File: config.mk
export PLATFORM = sky130hd
export DESIGN_NAME = potspi_front
export DESIGN_NICKNAME = d
export VERILOG_FILES = /design/src/rtl/potspi_pkg.sv /design/src/rtl/potspi_pin_sync.sv /design/src/rtl/potspi_edge_unit.sv /design/src/rtl/potspi_framer.sv /design/src/rtl/potspi_so_shift.sv /design/src/rtl/potspi_front.sv
export SDC_FILE = /design/constraint.sdc
export NUM_CORES = 1
export LEC_CHECK = 0
export ABC_CLOCK_PERIOD_IN_PS = 2400
export BUFFER_PORTS_ARGS = -buffer_cell sky130_fd_sc_hd__buf_4
export CAP_MARGIN = 20
export CORE_ASPECT_RATIO = 0.8
export CORE_MARGIN = 8
export CORE_UTILIZATION = 57
export DETAILED_ROUTE_END_ITERATION = 7
export PLACE_DENSITY_LB_ADDON = 0.05
export SYNTH_ARGS = -nofsm -noshare
export SYNTH_HDL_FRONTEND = slang
export SYNTH_SLANG_ARGS = --single-unit
File: constraint.sdc
create_clock -name clk -period 2.4 [get_ports clk]
set_input_delay 0.24 -clock clk [delete_from_list [all_inputs] [get_ports clk]]
set_output_delay 0.24 -clock clk [all_outputs]
set_load 0.01 [all_outputs]
File: src/rtl/potspi_pkg.sv
package potspi_pkg;
  localparam int BYTE_W = 8;
  localparam int POT_W  = 2;
  localparam int SEL_W  = 2;
  localparam int CNT_W  = $clog2(BYTE_W);

  localparam logic [3:0] OPC_RD_WIPER  = 4'b1001;
  localparam logic [3:0] OPC_WR_WIPER  = 4'b1010;
  localparam logic [3:0] OPC_RD_DREG   = 4'b1011;
  localparam logic [3:0] OPC_WR_DREG   = 4'b1100;
  localparam logic [3:0] OPC_D2W       = 4'b1101;
  localparam logic [3:0] OPC_W2D       = 4'b1110;
  localparam logic [3:0] OPC_ALL_D2W   = 4'b0001;
  localparam logic [3:0] OPC_ALL_W2D   = 4'b1000;
  localparam logic [3:0] OPC_STEP      = 4'b0010;
  localparam logic [3:0] OPC_STATUS    = 4'b0101;

  typedef enum logic [2:0] {
    CMD_WR_WIPER      = 3'd0,
    CMD_WR_DREG       = 3'd1,
    CMD_DREG_TO_WIPER = 3'd2,
    CMD_WIPER_TO_DREG = 3'd3,
    CMD_ALL_D2W       = 3'd4,
    CMD_ALL_W2D       = 3'd5
  } cmd_op_e;

  typedef enum logic [1:0] {
    RSRC_WIPER  = 2'd0,
    RSRC_DREG   = 2'd1,
    RSRC_STATUS = 2'd2
  } rd_src_e;

  typedef enum logic [2:0] {
    FR_IDLE, FR_ID, FR_INSTR, FR_WDATA, FR_RDATA, FR_STEP, FR_DONE, FR_SKIP
  } frame_st_e;

  typedef struct packed {
    cmd_op_e           op;
    logic [POT_W-1:0]  pot;
    logic [SEL_W-1:0]  sel;
    logic [BYTE_W-1:0] data;
  } cmd_t;
endpackage

File: src/rtl/potspi_pin_sync.sv
module potspi_pin_sync #(
  parameter int   STAGES  = 2,
  parameter logic RST_VAL = 1'b0
) (
  input  logic clk,
  input  logic rst_n,
  input  logic d,
  output logic q
);
  // STAGES must be at least 2
  logic [STAGES-1:0] pipe;

  always_ff @(posedge clk or negedge rst_n) begin
    if (!rst_n) pipe <= {STAGES{RST_VAL}};
    else        pipe <= {pipe[STAGES-2:0], d};
  end

  assign q = pipe[STAGES-1];
endmodule

File: src/rtl/potspi_edge_unit.sv
module potspi_edge_unit #(
  parameter int SYNC_STAGES = 2
) (
  input  logic clk,
  input  logic rst_n,
  input  logic cs_n,
  input  logic sck,
  input  logic si,
  input  logic hold_n,
  output logic cs_act,
  output logic si_s,
  output logic held,
  output logic cs_start,
  output logic cs_stop,
  output logic sck_rise,
  output logic sck_fall
);
  localparam int NPIN = 4;
  // pin order {hold_n, si, sck, cs_n}; cs_n resets to 0 so a low chip
  // select at reset release never looks like a fresh selection
  localparam logic [NPIN-1:0] RST_PAT = 4'b1000;

  logic [NPIN-1:0] raw, syn;
  logic sck_d, cs_d;

  assign raw = {hold_n, si, sck, cs_n};

  for (genvar g = 0; g < NPIN; g++) begin : g_sync
    potspi_pin_sync #(.STAGES(SYNC_STAGES), .RST_VAL(RST_PAT[g])) u_sync (
      .clk(clk), .rst_n(rst_n), .d(raw[g]), .q(syn[g])
    );
  end

  assign cs_act = ~syn[0];
  assign si_s   = syn[2];

  always_ff @(posedge clk or negedge rst_n) begin
    if (!rst_n) begin
      sck_d <= 1'b0;
      cs_d  <= 1'b1;
      held  <= 1'b0;
    end else begin
      sck_d <= syn[1];
      cs_d  <= cs_act;
      if (!syn[1]) held <= ~syn[3];
    end
  end

  assign cs_start = cs_act & ~cs_d;
  assign cs_stop  = ~cs_act & cs_d;
  assign sck_rise = syn[1] & ~sck_d & ~held & cs_act;
  assign sck_fall = ~syn[1] & sck_d & ~held & cs_act;
endmodule

File: src/rtl/potspi_framer.sv
module potspi_framer
  import potspi_pkg::*;
#(
  parameter logic [3:0] DEV_TYPE = 4'b0101
) (
  input  logic             clk,
  input  logic             rst_n,
  input  logic [1:0]       strap,
  input  logic             cs_start,
  input  logic             cs_stop,
  input  logic             sck_rise,
  input  logic             sck_fall,
  input  logic             si_s,
  output logic             rd_active,
  output rd_src_e          rd_src,
  output logic [POT_W-1:0] rd_pot,
  output logic [SEL_W-1:0] rd_sel,
  output logic             so_load,
  output logic             so_shift,
  output logic             step_pulse,
  output logic             step_up,
  output logic [POT_W-1:0] step_pot,
  output logic             cmd_valid,
  input  logic             cmd_ready,
  output cmd_t             cmd_q
);
  frame_st_e         state;
  logic [CNT_W-1:0]  bitcnt;
  logic [BYTE_W-2:0] shreg;
  logic [BYTE_W-1:0] byte_now;
  logic              byte_end, id_ok, has_cmd, rd_first;
  cmd_t              pend;
  logic [3:0]        opc;

  assign byte_now = {shreg, si_s};
  assign byte_end = (bitcnt == CNT_W'(BYTE_W - 1));
  assign id_ok    = (byte_now[7:4] == DEV_TYPE) && (byte_now[3:2] == strap)
                  && (byte_now[1:0] == 2'b00);
  assign opc      = byte_now[7:4];

  always_ff @(posedge clk or negedge rst_n) begin
    if (!rst_n) begin
      state      <= FR_IDLE;
      bitcnt     <= '0;
      shreg      <= '0;
      has_cmd    <= 1'b0;
      rd_first   <= 1'b0;
      rd_src     <= RSRC_WIPER;
      pend       <= '0;
      cmd_q      <= '0;
      cmd_valid  <= 1'b0;
      so_load    <= 1'b0;
      so_shift   <= 1'b0;
      step_pulse <= 1'b0;
      step_up    <= 1'b0;
      step_pot   <= '0;
    end else begin
      step_pulse <= 1'b0;
      so_load    <= 1'b0;
      so_shift   <= 1'b0;
      if (cmd_valid && cmd_ready) cmd_valid <= 1'b0;

      if (cs_stop) begin
        if (state == FR_DONE && has_cmd && !cmd_valid) begin
          cmd_valid <= 1'b1;
          cmd_q     <= pend;
        end
        state <= FR_IDLE;
      end else if (cs_start) begin
        state   <= FR_ID;
        bitcnt  <= '0;
        has_cmd <= 1'b0;
      end else begin
        if (sck_rise && state != FR_IDLE) begin
          shreg  <= byte_now[BYTE_W-2:0];
          bitcnt <= bitcnt + CNT_W'(1);
          unique case (state)
            FR_ID: if (byte_end) state <= id_ok ? FR_INSTR : FR_SKIP;
            FR_INSTR: if (byte_end) begin
              pend.pot  <= byte_now[1:0];
              pend.sel  <= byte_now[3:2];
              pend.data <= '0;
              case (opc)
                OPC_WR_WIPER: begin pend.op <= CMD_WR_WIPER; state <= FR_WDATA; end
                OPC_WR_DREG:  begin pend.op <= CMD_WR_DREG;  state <= FR_WDATA; end
                OPC_D2W: begin
                  pend.op <= CMD_DREG_TO_WIPER; has_cmd <= 1'b1; state <= FR_DONE;
                end
                OPC_W2D: begin
                  pend.op <= CMD_WIPER_TO_DREG; has_cmd <= 1'b1; state <= FR_DONE;
                end
                OPC_ALL_D2W: begin
                  pend.op <= CMD_ALL_D2W; has_cmd <= 1'b1; state <= FR_DONE;
                end
                OPC_ALL_W2D: begin
                  pend.op <= CMD_ALL_W2D; has_cmd <= 1'b1; state <= FR_DONE;
                end
                OPC_RD_WIPER: begin rd_src <= RSRC_WIPER;  rd_first <= 1'b1; state <= FR_RDATA; end
                OPC_RD_DREG:  begin rd_src <= RSRC_DREG;   rd_first <= 1'b1; state <= FR_RDATA; end
                OPC_STATUS:   begin rd_src <= RSRC_STATUS; rd_first <= 1'b1; state <= FR_RDATA; end
                OPC_STEP:     begin step_pot <= byte_now[1:0]; state <= FR_STEP; end
                default:      state <= FR_SKIP;
              endcase
            end
            FR_WDATA: if (byte_end) begin
              pend.data <= byte_now;
              has_cmd   <= 1'b1;
              state     <= FR_DONE;
            end
            FR_RDATA: if (byte_end) state <= FR_DONE;
            FR_STEP: begin
              step_pulse <= 1'b1;
              step_up    <= si_s;
            end
            default: ;
          endcase
        end
        if (sck_fall && state == FR_RDATA) begin
          if (rd_first) begin
            so_load  <= 1'b1;
            rd_first <= 1'b0;
          end else begin
            so_shift <= 1'b1;
          end
        end
      end
    end
  end

  assign rd_active = (state == FR_RDATA) && !rd_first;
  assign rd_pot    = pend.pot;
  assign rd_sel    = pend.sel;
endmodule

File: src/rtl/potspi_so_shift.sv
module potspi_so_shift #(
  parameter int W = 8
) (
  input  logic         clk,
  input  logic         rst_n,
  input  logic         load,
  input  logic         shift,
  input  logic [W-1:0] din,
  output logic         so_bit
);
  logic [W-1:0] sh;

  always_ff @(posedge clk or negedge rst_n) begin
    if (!rst_n)     sh <= '0;
    else if (load)  sh <= din;
    else if (shift) sh <= {sh[W-2:0], 1'b0};
  end

  assign so_bit = sh[W-1];
endmodule

File: src/rtl/potspi_front.sv
module potspi_front
  import potspi_pkg::*;
#(
  parameter int         SYNC_STAGES = 2,
  parameter logic [3:0] DEV_TYPE    = 4'b0101
) (
  input  logic              clk,
  input  logic              rst_n,
  input  logic              cs_n,
  input  logic              sck,
  input  logic              si,
  input  logic              hold_n,
  input  logic [1:0]        strap_addr,
  output logic              so_o,
  output logic              so_oe,
  output logic              rd_is_dr,
  output logic [POT_W-1:0]  rd_pot,
  output logic [SEL_W-1:0]  rd_sel,
  input  logic [BYTE_W-1:0] rd_data,
  input  logic              wip,
  output logic              cmd_valid,
  input  logic              cmd_ready,
  output logic [2:0]        cmd_op,
  output logic [POT_W-1:0]  cmd_pot,
  output logic [SEL_W-1:0]  cmd_sel,
  output logic [BYTE_W-1:0] cmd_data,
  output logic              step_pulse,
  output logic              step_up,
  output logic [POT_W-1:0]  step_pot
);
  logic cs_act, si_s, held, cs_start, cs_stop, sck_rise, sck_fall;
  logic rd_active, so_load, so_shift;
  rd_src_e rd_src;
  cmd_t cmd_q;
  logic [BYTE_W-1:0] rd_byte;

  potspi_edge_unit #(.SYNC_STAGES(SYNC_STAGES)) u_edge (
    .clk(clk), .rst_n(rst_n), .cs_n(cs_n), .sck(sck), .si(si), .hold_n(hold_n),
    .cs_act(cs_act), .si_s(si_s), .held(held), .cs_start(cs_start),
    .cs_stop(cs_stop), .sck_rise(sck_rise), .sck_fall(sck_fall)
  );

  potspi_framer #(.DEV_TYPE(DEV_TYPE)) u_framer (
    .clk(clk), .rst_n(rst_n), .strap(strap_addr), .cs_start(cs_start),
    .cs_stop(cs_stop), .sck_rise(sck_rise), .sck_fall(sck_fall), .si_s(si_s),
    .rd_active(rd_active), .rd_src(rd_src), .rd_pot(rd_pot), .rd_sel(rd_sel),
    .so_load(so_load), .so_shift(so_shift), .step_pulse(step_pulse),
    .step_up(step_up), .step_pot(step_pot), .cmd_valid(cmd_valid),
    .cmd_ready(cmd_ready), .cmd_q(cmd_q)
  );

  assign rd_byte = (rd_src == RSRC_STATUS) ? {{(BYTE_W-1){1'b0}}, wip} : rd_data;

  potspi_so_shift #(.W(BYTE_W)) u_so (
    .clk(clk), .rst_n(rst_n), .load(so_load), .shift(so_shift),
    .din(rd_byte), .so_bit(so_o)
  );

  assign so_oe    = cs_act & ~held & rd_active;
  assign rd_is_dr = (rd_src == RSRC_DREG);
  assign cmd_op   = cmd_q.op;
  assign cmd_pot  = cmd_q.pot;
  assign cmd_sel  = cmd_q.sel;
  assign cmd_data = cmd_q.data;
endmodule

==> PnR_summary.wiki, run 1 <==
{| class="wikitable"
! Metric !! Value
|-
| Ports || 45
|-
| Synth cell types || 51
|-
| Avg Vias per Cell || 5.44
|-
| Clock skew after layout || 7.45 ps
|-
| Post-route antenna net violation count || 0
|-
| Placed Area || 0.00369 mm²
|-
| Synth warnings || 0
|-
| Net count after synthesis || 323
|-
| Total global routing overflow || 0
|-
| Most area-consuming cells after synthesis || sky130_fd_sc_hd__dfrtp_1, sky130_fd_sc_hd__mux2_2, sky130_fd_sc_hd__nand2_1
|-
| Depth of the CTS H-tree || 3
|-
| Detailed placement HPWL || 4470 µm
|-
| Post-synthesis instance area || 0.00333 mm²
|-
| Final #Nets || 364
|-
| Run status || completed
|-
| Power consumption || 2.96 mW
|-
| Register bit count reported by yosys || 73
|-
| Critical Path Sink Type || flop
|-
| DP Worst Slack || 342 ps
|-
| Number of instances in the synthesized netlist || 301
|-
| Cell type with the largest total area after synthesis || sky130_fd_sc_hd__dfrtp_1
|-
| Lkg Pwr || 1.85 nW
|-
| Count of max-cap constraint violations || 0
|-
| Synth top area share || 52.6%
|-
| Die width || 101 µm
|-
| Clock-pin slew of the registers on the worst-case setup and hold paths || 80 ps
|-
| Setup repair after global routing missed its margin || no
|-
| Post-synthesis average cell area || 11.1 µm²
|-
| Highest net fanout along the worst path || 10
|-
| Data required time of the critical path || 2670 ps
|-
| Headroom to the max-slew limit || 39.7%
|-
| Maximum buffer depth of the clock tree || 2
|-
| Cell count of the worst reg-to-reg path || 5
|-
| Maximum operating frequency || 461 MHz
|-
| Fin Setup TNS || 0 ps
|-
| Height of the die || 84.4 µm
|-
| Number of design rule violations left after detail routing || 0
|-
| Total setup buffers inserted after CTS || 0
|-
| Sum of routed wire length over all layers || 6550 µm
|-
| Part of the cycle the worst path needs || 90.4%
|-
| Time the final worst path needs with I/O delays and setup || 2170 ps
|-
| Final antenna diode count || 0
|-
| Starting density of the core || 57.6%
|-
| Largest net degree at the start of global routing || 74
|-
| Synth-to-layout area growth || 18.9%
|-
| Final Slew Violations || 0
|-
| First-pass iteration count of the detailed router || 4
|-
| GRT Util Overall || 16.1%
|-
| Vias || 2328
|-
| Design Area, Final || 0.00396 mm²
|-
| Clock Latency Late Sink || 340 ps
|-
| Share of cells above drive strength 1 || 28.5%
|-
| Worst path arrival time || 2440 ps
|-
| Worst Setup Start Kind || flop
|-
| Detailed-route wire length per cell || 15.3 µm
|-
| CTS tree || done
|-
| Post-synth ARST share || 100%
|-
| Power Density || 747 mW/mm²
|-
| Core area || 0.00579 mm²
|-
| Post-synth EDFFs || 0
|-
| Clock Sink Count || 73
|-
| Clock root buffer || sky130_fd_sc_hd__clkbuf_8
|-
| Count of input and output buffers || 44
|-
| Maximum VDD drop || 0.000476 V
|-
| Transition time at the pin with the least slew margin || 905 ps
|-
| Area of the die || 0.00856 mm²
|-
| Drt initial violations || 117
|-
| Sequential fraction of the synthesis area || 55.0%
|-
| Critical setup path kind || reg2reg
|-
| Initial antenna violation count || 0
|-
| Worst hold path type || in2async
|-
| Wire length of the first global-routing pass || 11000 µm
|-
| Via count of the first global-routing pass || 2290
|-
| Hold slack || 2.17 ps
|-
| Inserted Clock Buffers || 9
|-
| RePlAce Congestion || 0.841
|-
| Post-route setup slack || 231 ps
|-
| Final Hold Violating Endpoints || 0
|-
| Dominant register cell in the synthesized netlist || sky130_fd_sc_hd__dfrtp_1
|-
| FP Rows || 25
|-
| Setup Viol. Count Final || 0
|}
registers in the layout, summed over array words and instances (netlist names):
register                   count
u_framer.rd_src                2
u_framer.step_up               1
u_edge.sck_d                   1
u_framer.so_shift              1
u_framer.rd_first              1
u_framer.step_pulse            1
u_framer.rd_pot                2
u_edge.cs_d                    1
u_framer.cmd_valid             1
u_framer.cmd_q                15
u_edge.held                    1
u_so.sh                        8
u_edge.g_sync.u_sync.pipe      8
u_framer.pend                 11
u_framer.shreg                 7
u_framer.so_load               1
u_framer.bitcnt                3
u_framer.step_pot              2
u_framer.rd_sel                2
u_framer.state                 3
u_framer.has_cmd               1
cells in the mapped netlist, drive strengths merged (2+ instances only):
| cell | instances |
|---|---|
| mux2i | 8 |
| nand4 | 3 |
| dfstp | 3 |
| o31ai | 2 |
| or2 | 2 |
| nor3b | 3 |
| nor2 | 10 |
| xnor2 | 3 |
| a21boi | 3 |
| a22o | 2 |
| a21o | 2 |
| buf | 12 |
| nand3b | 3 |
| a22oi | 2 |
| clkbuf | 12 |
| a31oi | 4 |
| mux2 | 27 |
| nor3 | 4 |
| nand2b | 2 |
| xor2 | 2 |
| ha | 4 |
| a41oi | 2 |
| a21oi | 4 |
| and3 | 4 |
| nand3 | 4 |
| dfrtp | 70 |
| o21ai | 24 |
| o22ai | 7 |
| nor4 | 2 |
| inv | 12 |
| nor2b | 6 |
| nand2 | 39 |
critical path, stage by stage (launching register included):
cell,delay [ps]
sky130_fd_sc_hd__dfrtp_1,480
sky130_fd_sc_hd__nor3b_1,520
sky130_fd_sc_hd__and4_1,460
sky130_fd_sc_hd__a21boi_0,340
sky130_fd_sc_hd__a31oi_1,150
sky130_fd_sc_hd__a21oi_1,140
layout by cell type, fill, tap and decap left out, types with 2 or more instances in the layout:
master,instances
sky130_fd_sc_hd__nor2b_1,6
sky130_fd_sc_hd__o21ai_0,24
sky130_fd_sc_hd__a41oi_1,2
sky130_fd_sc_hd__a22oi_1,2
sky130_fd_sc_hd__o31ai_1,2
sky130_fd_sc_hd__and3_1,4
sky130_fd_sc_hd__nor2_1,10
sky130_fd_sc_hd__dfstp_2,3
sky130_fd_sc_hd__mux2_2,25
sky130_fd_sc_hd__mux2i_1,8
sky130_fd_sc_hd__a31oi_1,4
sky130_fd_sc_hd__ha_1,4
sky130_fd_sc_hd__nor3b_1,3
sky130_fd_sc_hd__a21boi_0,3
sky130_fd_sc_hd__a21o_1,2
sky130_fd_sc_hd__a21oi_1,4
sky130_fd_sc_hd__nor4_1,2
sky130_fd_sc_hd__nand2_1,39
sky130_fd_sc_hd__buf_4,49
sky130_fd_sc_hd__nand2b_1,2
sky130_fd_sc_hd__a22o_1,2
sky130_fd_sc_hd__xnor2_1,3
sky130_fd_sc_hd__xor2_1,2
sky130_fd_sc_hd__nor3_1,4
sky130_fd_sc_hd__nand3b_1,2
sky130_fd_sc_hd__o22ai_1,7
sky130_fd_sc_hd__nand3_1,4
sky130_fd_sc_hd__inv_6,2
sky130_fd_sc_hd__mux2_4,2
sky130_fd_sc_hd__nand4_1,3
sky130_fd_sc_hd__clkbuf_8,10
sky130_fd_sc_hd__dfrtp_1,70
sky130_fd_sc_hd__inv_1,12
sky130_fd_sc_hd__dlygate4sd3_1,4
sky130_fd_sc_hd__bufinv_16,2
repair_timing:
| action | 4_1_cts | 5_1_grt |
|---|---|---|
| endpoints found under the hold margin | 4 | 0 |
| gates resized for setup | 0 | 0 |
| hold buffers | 4 | 0 |
where the power goes:
| group | switching [mW] | internal, mW | leakage, nW |
|---|---|---|---|
| Combinational | 0.221 | 0.200 | 0.785 |
| Clock | 0.463 | 0.623 | 0.115 |
| Sequential | 0.133 | 1.32 | 0.946 |
| Total | 0.817 | 2.14 | 1.85 |
final timing paths:
check,slack [ps],start,end
min in group clk,150,rd_data[5],u_so.sh[5]$_DFFE_PN0P_
max in group asynchronous,1790,rst_n,u_framer.bitcnt[0]$_DFFE_PN0P_
worst max-delay path,230,u_framer.state[2]$_DFFE_PN0P_,u_framer.pend[13]$_DFFE_PN0P_
worst max register to register,230,u_framer.state[2]$_DFFE_PN0P_,u_framer.pend[13]$_DFFE_PN0P_
worst min register to register,360,u_edge.g_sync[2].u_sync.pipe[0]$_DFF_PN0_,u_edge.g_sync[2].u_sync.pipe[1]$_DFF_PN0_
worst min-delay path,2,rst_n,u_so.sh[5]$_DFFE_PN0P_
metal layers:
layer  global-route usage (%)  share of wire [%]
met5                        0                  0
met4                     5.26                1.3
met3                     5.95                5.1
met2                     23.6                 46
met1                     21.5                 48
logic make-up (layout without fill, tap and decap cells):
group                    Yosys count  count (layout)  synth area share [%]
adder cells (fa/ha/maj)            4               4                  1.50
AO/OA/AOI/OAI                     60              60                  11.3
XOR/XNOR                           5               5                  1.32
AND/OR/NAND/NOR                   88              88                  14.0
multiplexers                      35              35                  11.8
buffers and inverters             36              82                  5.15
flip-flops                        73              73                  55.0
final cells by class:
| cell class | count | area [µm²] |
|---|---|---|
| fillers | 455 | 1830 |
| clock buffers | 11 | 141 |
| multi-input cells | 192 | 1330 |
| repair buffers | 54 | 428 |
| flip-flops and latches | 73 | 1830 |
| clock inverters | 5 | 86.3 |
| inverters | 12 | 45.0 |
| well taps | 81 | 101 |
per-stage QoR:
step	util (%)	cells
after CTS	68.5	428
after global placement	63.8	408
after global routing	68.5	428
after detailed placement	63.8	408
final	68.5	428
after floorplan	-	301
Power figures use the tool's default switching activity.
==> run 2, diff against run 1 <==
Settings changed: ABC_AREA set to 1, CORE_UTILIZATION 57 to 40.
==> run 2 against run 1 <==
Compared with the run above: core utilization down 19 points; first-iteration DRC count up 52%; critical path depth up 2; worst hold slack better by 20 ps; critical endpoint is now u_framer.rd_sel[1]$_DFFE_PN0P_.
==> PnR_summary.wiki, run 2 <==
{| class="wikitable"
! Metric !! Value
|-
| Avg Vias per Cell || 4.67 (-14%)
|-
| Leading cell type in the layout, fill and taps excluded || sky130_fd_sc_hd__nand2_1
|-
| GRT Util Overall || 12.8% (-3.3 points)
|-
| Starting density of the core || 41.2% (-16 points)
|-
| Net count after synthesis || 357 (+11%)
|-
| Count of input and output buffers || 44 (unchanged)
|-
| Maximum operating frequency || 536 MHz (+16%)
|-
| RePlAce Congestion || 0.835 (-0.64%)
|-
| Worst hold path type || in2async
|-
| Count of fill cells added during filler insertion || 792 (+74%)
|-
| Post-synth EDFFs || 0 (unchanged)
|-
| Core area || 0.00795 mm² (+37%)
|-
| Total global routing overflow || 0 (unchanged)
|-
| Count of max-cap constraint violations || 0 (unchanged)
|-
| Clock skew after layout || 11.1 ps (+3.63 ps)
|-
| Power Density || 788 mW/mm² (+5.5%)
|-
| Clock root buffer || sky130_fd_sc_hd__clkbuf_8
|-
| Gates resized, CTS repair || 0 (unchanged)
|-
| Headroom to the max-slew limit || 39.4% (-0.30 points)
|-
| Ports || 45 (unchanged)
|-
| Clock Latency Late Sink || 350 ps (about the same)
|-
| CTS tree || done
|-
| Synth warnings || 0 (unchanged)
|-
| Setup repair after global routing missed its margin || no
|-
| Clock Sink Count || 73 (unchanged)
|-
| DP Worst Slack || 533 ps (+191 ps)
|-
| Synth top area share || 53.6% (+0.97 points)
|-
| Critical setup path kind || reg2reg
|-
| Largest net degree at the start of global routing || 74 (unchanged)
|-
| Non-filler instance count after layout || 498 (+16%)
|-
| Dominant register cell in the synthesized netlist || sky130_fd_sc_hd__dfrtp_1
|-
| Maximum VDD drop || 0.000407 V (-15%)
|-
| Endpoint of the most critical register-to-register path || u_framer.rd_sel[1]$_DFFE_PN0P_
|-
| Gr busiest metal || met2
|-
| Area of the die || 0.0113 mm² (+33%)
|-
| Post-synthesis instance area || 0.00327 mm² (-1.8%)
|-
| Core utilization of the finished layout || 49.5% (-19 points)
|-
| Cell type with the largest total area after synthesis || sky130_fd_sc_hd__dfrtp_1
|-
| Detailed-route wire length per cell || 13.4 µm (-13%)
|-
| Maximum buffer depth of the clock tree || 2 (unchanged)
|-
| Setup slack of the worst register-to-register path || 540 ps (+310 ps)
|-
| Depth of the CTS H-tree || 3 (unchanged)
|-
| Post-synthesis average cell area || 9.76 µm² (-12%)
|-
| Commonest cells in the netlist || sky130_fd_sc_hd__nand2_1, sky130_fd_sc_hd__dfrtp_1, sky130_fd_sc_hd__inv_1, sky130_fd_sc_hd__nor2_1, sky130_fd_sc_hd__o21ai_0
|-
| Final #Nets || 407 (+12%)
|-
| Time the final worst path needs with I/O delays and setup || 1860 ps (-305 ps)
|-
| Part of the cycle the worst path needs || 77.7% (-13 points)
|-
| Instance count after placement with tap cells included || 478 (+17%)
|-
| Cell with the most instances after synthesis || sky130_fd_sc_hd__nand2_1
|-
| Post-CTS Hold Buffers || 4 (unchanged)
|-
| Synth cell types || 37 (-27%)
|-
| Cell count of the worst reg-to-reg path || 7 (+2)
|-
| Lkg Pwr || 1.99 nW (+7.8%)
|-
| Register bit count reported by yosys || 73 (unchanged)
|-
| Clock-pin slew of the registers on the worst-case setup and hold paths || 80 ps (about the same)
|-
| Final antenna diode count || 0 (unchanged)
|-
| Met2 Usage GRT || 18.1% (-5.5 points)
|-
| Worst Setup Start Kind || flop
|-
| Die width || 117 µm (+15%)
|-
| Post-synth ARST share || 100% (unchanged)
|-
| Highest net fanout along the worst path || 16 (+6)
|-
| Met1 usage || 17.6% (-3.9 points)
|-
| Transition time at the pin with the least slew margin || 910 ps (+4.54 ps)
|-
| Number of design rule violations left after detail routing || 0 (unchanged)
|-
| Vias || 2324 (-0.17%)
|-
| Footprint of the flip-flops and latches || 0.00183 mm² (unchanged)
|-
| Most area-consuming cells after synthesis || sky130_fd_sc_hd__dfrtp_1, sky130_fd_sc_hd__nand2_1, sky130_fd_sc_hd__inv_1
|-
| Height of the die || 96.9 µm (+15%)
|-
| Share of cells above drive strength 1 || 25.1% (-3.4 points)
|-
| Top flop regs || u_framer.cmd_q: 15 flops, u_framer.pend: 11 flops
|-
| Initial antenna violation count || 0 (unchanged)
|-
| Post-route setup slack || 536 ps (+305 ps)
|-
| Register containing the most flip-flops in the final layout || u_framer.cmd_q
|-
| Commonest cells after routing, fill and taps aside || sky130_fd_sc_hd__nand2_1, sky130_fd_sc_hd__dfrtp_1, sky130_fd_sc_hd__buf_4
|-
| First-pass iteration count of the detailed router || 4 (unchanged)
|-
| Sequential fraction of the synthesis area || 56.0% (+1.0 points)
|-
| Via count of the first global-routing pass || 2327 (+1.6%)
|-
| FP Rows || 29 (+16%)
|-
| Fin Setup TNS || 0 ps (unchanged)
|-
| Flip-flop count of the largest register after layout || 15 (unchanged)
|-
| Setup Viol. Count Final || 0 (unchanged)
|-
| Wire length of the first global-routing pass || 11600 µm (+4.7%)
|-
| Final Slew Violations || 0 (unchanged)
|-
| Inserted Clock Buffers || 9 (unchanged)
|-
| Post-route antenna net violation count || 0 (unchanged)
|-
| Critical Path Sink Type || flop
|-
| Drt initial violations || 178 (+52%)
|-
| Sum of routed wire length over all layers || 6670 µm (+1.7%)
|-
| Run status || completed
|-
| Multi-input combinational cell area || 0.00122 mm² (-8.4%)
|-
| Global routing met3 resource utilization || 4.91% (-1.0 points)
|-
| Synth-to-layout area growth || 20.2%
|-
| Final Hold Violating Endpoints || 0 (unchanged)
|-
| Startpoint of the worst register-to-register path || u_edge.cs_d$_DFF_PN1_
|-
| Number of instances in the synthesized netlist || 335 (+11%)
|-
| Total setup buffers inserted after CTS || 0 (unchanged)
|-
| Worst path arrival time || 2090 ps (-350 ps)
|-
| Detailed placement HPWL || 4840 µm (+8.4%)
|-
| Data required time of the critical path || 2630 ps (-40 ps)
|-
| Hold slack || 22.4 ps (+20.2 ps)
|}
-- run 2: kinds of logic (layout without fill, tap and decap cells) --
group	count (synthesis)	after routing	share of synthesized area (%)
buffers and inverters	48	103	6.81
flip-flops	73	73	56.0
AO/OA/AOI/OAI	57	57	10.1
AND/OR/NAND/NOR	139	139	20.3
multiplexers	13	13	5.05
XOR/XNOR	1	1	0.268
adder cells (fa/ha/maj)	4	4	1.53
-- run 2: area by class of cell --
cell class	count	area share (%)
inverters	39	3.79
multi-input cells	214	31.0
clock inverters	6	2.29
well taps	108	3.44
repair buffers	48	9.42
clock buffers	10	3.50
flip-flops and latches	73	46.6
-- run 2: how the worst max path moves through the flow --
stage	start	end	slack [ps]	cells past startpoint
after floorplan	u_edge.cs_d$_DFF_PN1_	u_framer.pend[12]$_DFFE_PN0P_	810	8
after detailed placement	u_edge.cs_d$_DFF_PN1_	u_framer.rd_sel[0]$_DFFE_PN0P_	530	7
final	u_edge.cs_d$_DFF_PN1_	u_framer.rd_sel[1]$_DFFE_PN0P_	540	7
after global routing	u_edge.cs_d$_DFF_PN1_	u_framer.rd_pot[1]$_DFFE_PN0P_	310	7
after global placement	u_edge.cs_d$_DFF_PN1_	u_framer.rd_sel[1]$_DFFE_PN0P_	530	7
after CTS	u_edge.cs_d$_DFF_PN1_	u_framer.rd_sel[1]$_DFFE_PN0P_	520	7
-- run 2: report_power, final --
group / leakage (nW) / internal [mW] / switching [mW] / total, mW
clock: 0.113 / 0.617 / 0.474 / 1.09
combinational: 0.907 / 0.200 / 0.335 / 0.535
sequential: 0.971 / 1.36 / 0.110 / 1.47
-- run 2: worst max-delay path, stage by stage (launching register included) --
cell                      delay [ps]
sky130_fd_sc_hd__dfstp_2         530
sky130_fd_sc_hd__inv_1            40
sky130_fd_sc_hd__ha_1            320
sky130_fd_sc_hd__inv_1           120
sky130_fd_sc_hd__nor2_4          300
sky130_fd_sc_hd__nand2_1         260
sky130_fd_sc_hd__nand2_1         100
sky130_fd_sc_hd__o21ai_0          80
-- run 2: routing by layer --
| layer | share of wire [%] | vias up | wire [µm] |
|---|---|---|---|
| met5 | 0 | - | 0 |
| li1 | - | 1197 | - |
| met1 | 51 | 1071 | 3370 |
| met3 | 5.6 | 13 | 376 |
| met2 | 42 | 43 | 2810 |
| met4 | 1.7 | 0 | 110 |
-- run 2: per-stage QoR --
| stage | cell area (µm²) | total power, mW |
|---|---|---|
| 2_1_floorplan | 3270 | 1.87 |
| 3_3_place_gp | 3660 | 2.02 |
| 3_5_place_dp | 3660 | 2.03 |
| 4_1_cts | 3930 | 3.14 |
| 5_1_grt | 3930 | 3.27 |
| 6_report | 3930 | 3.10 |
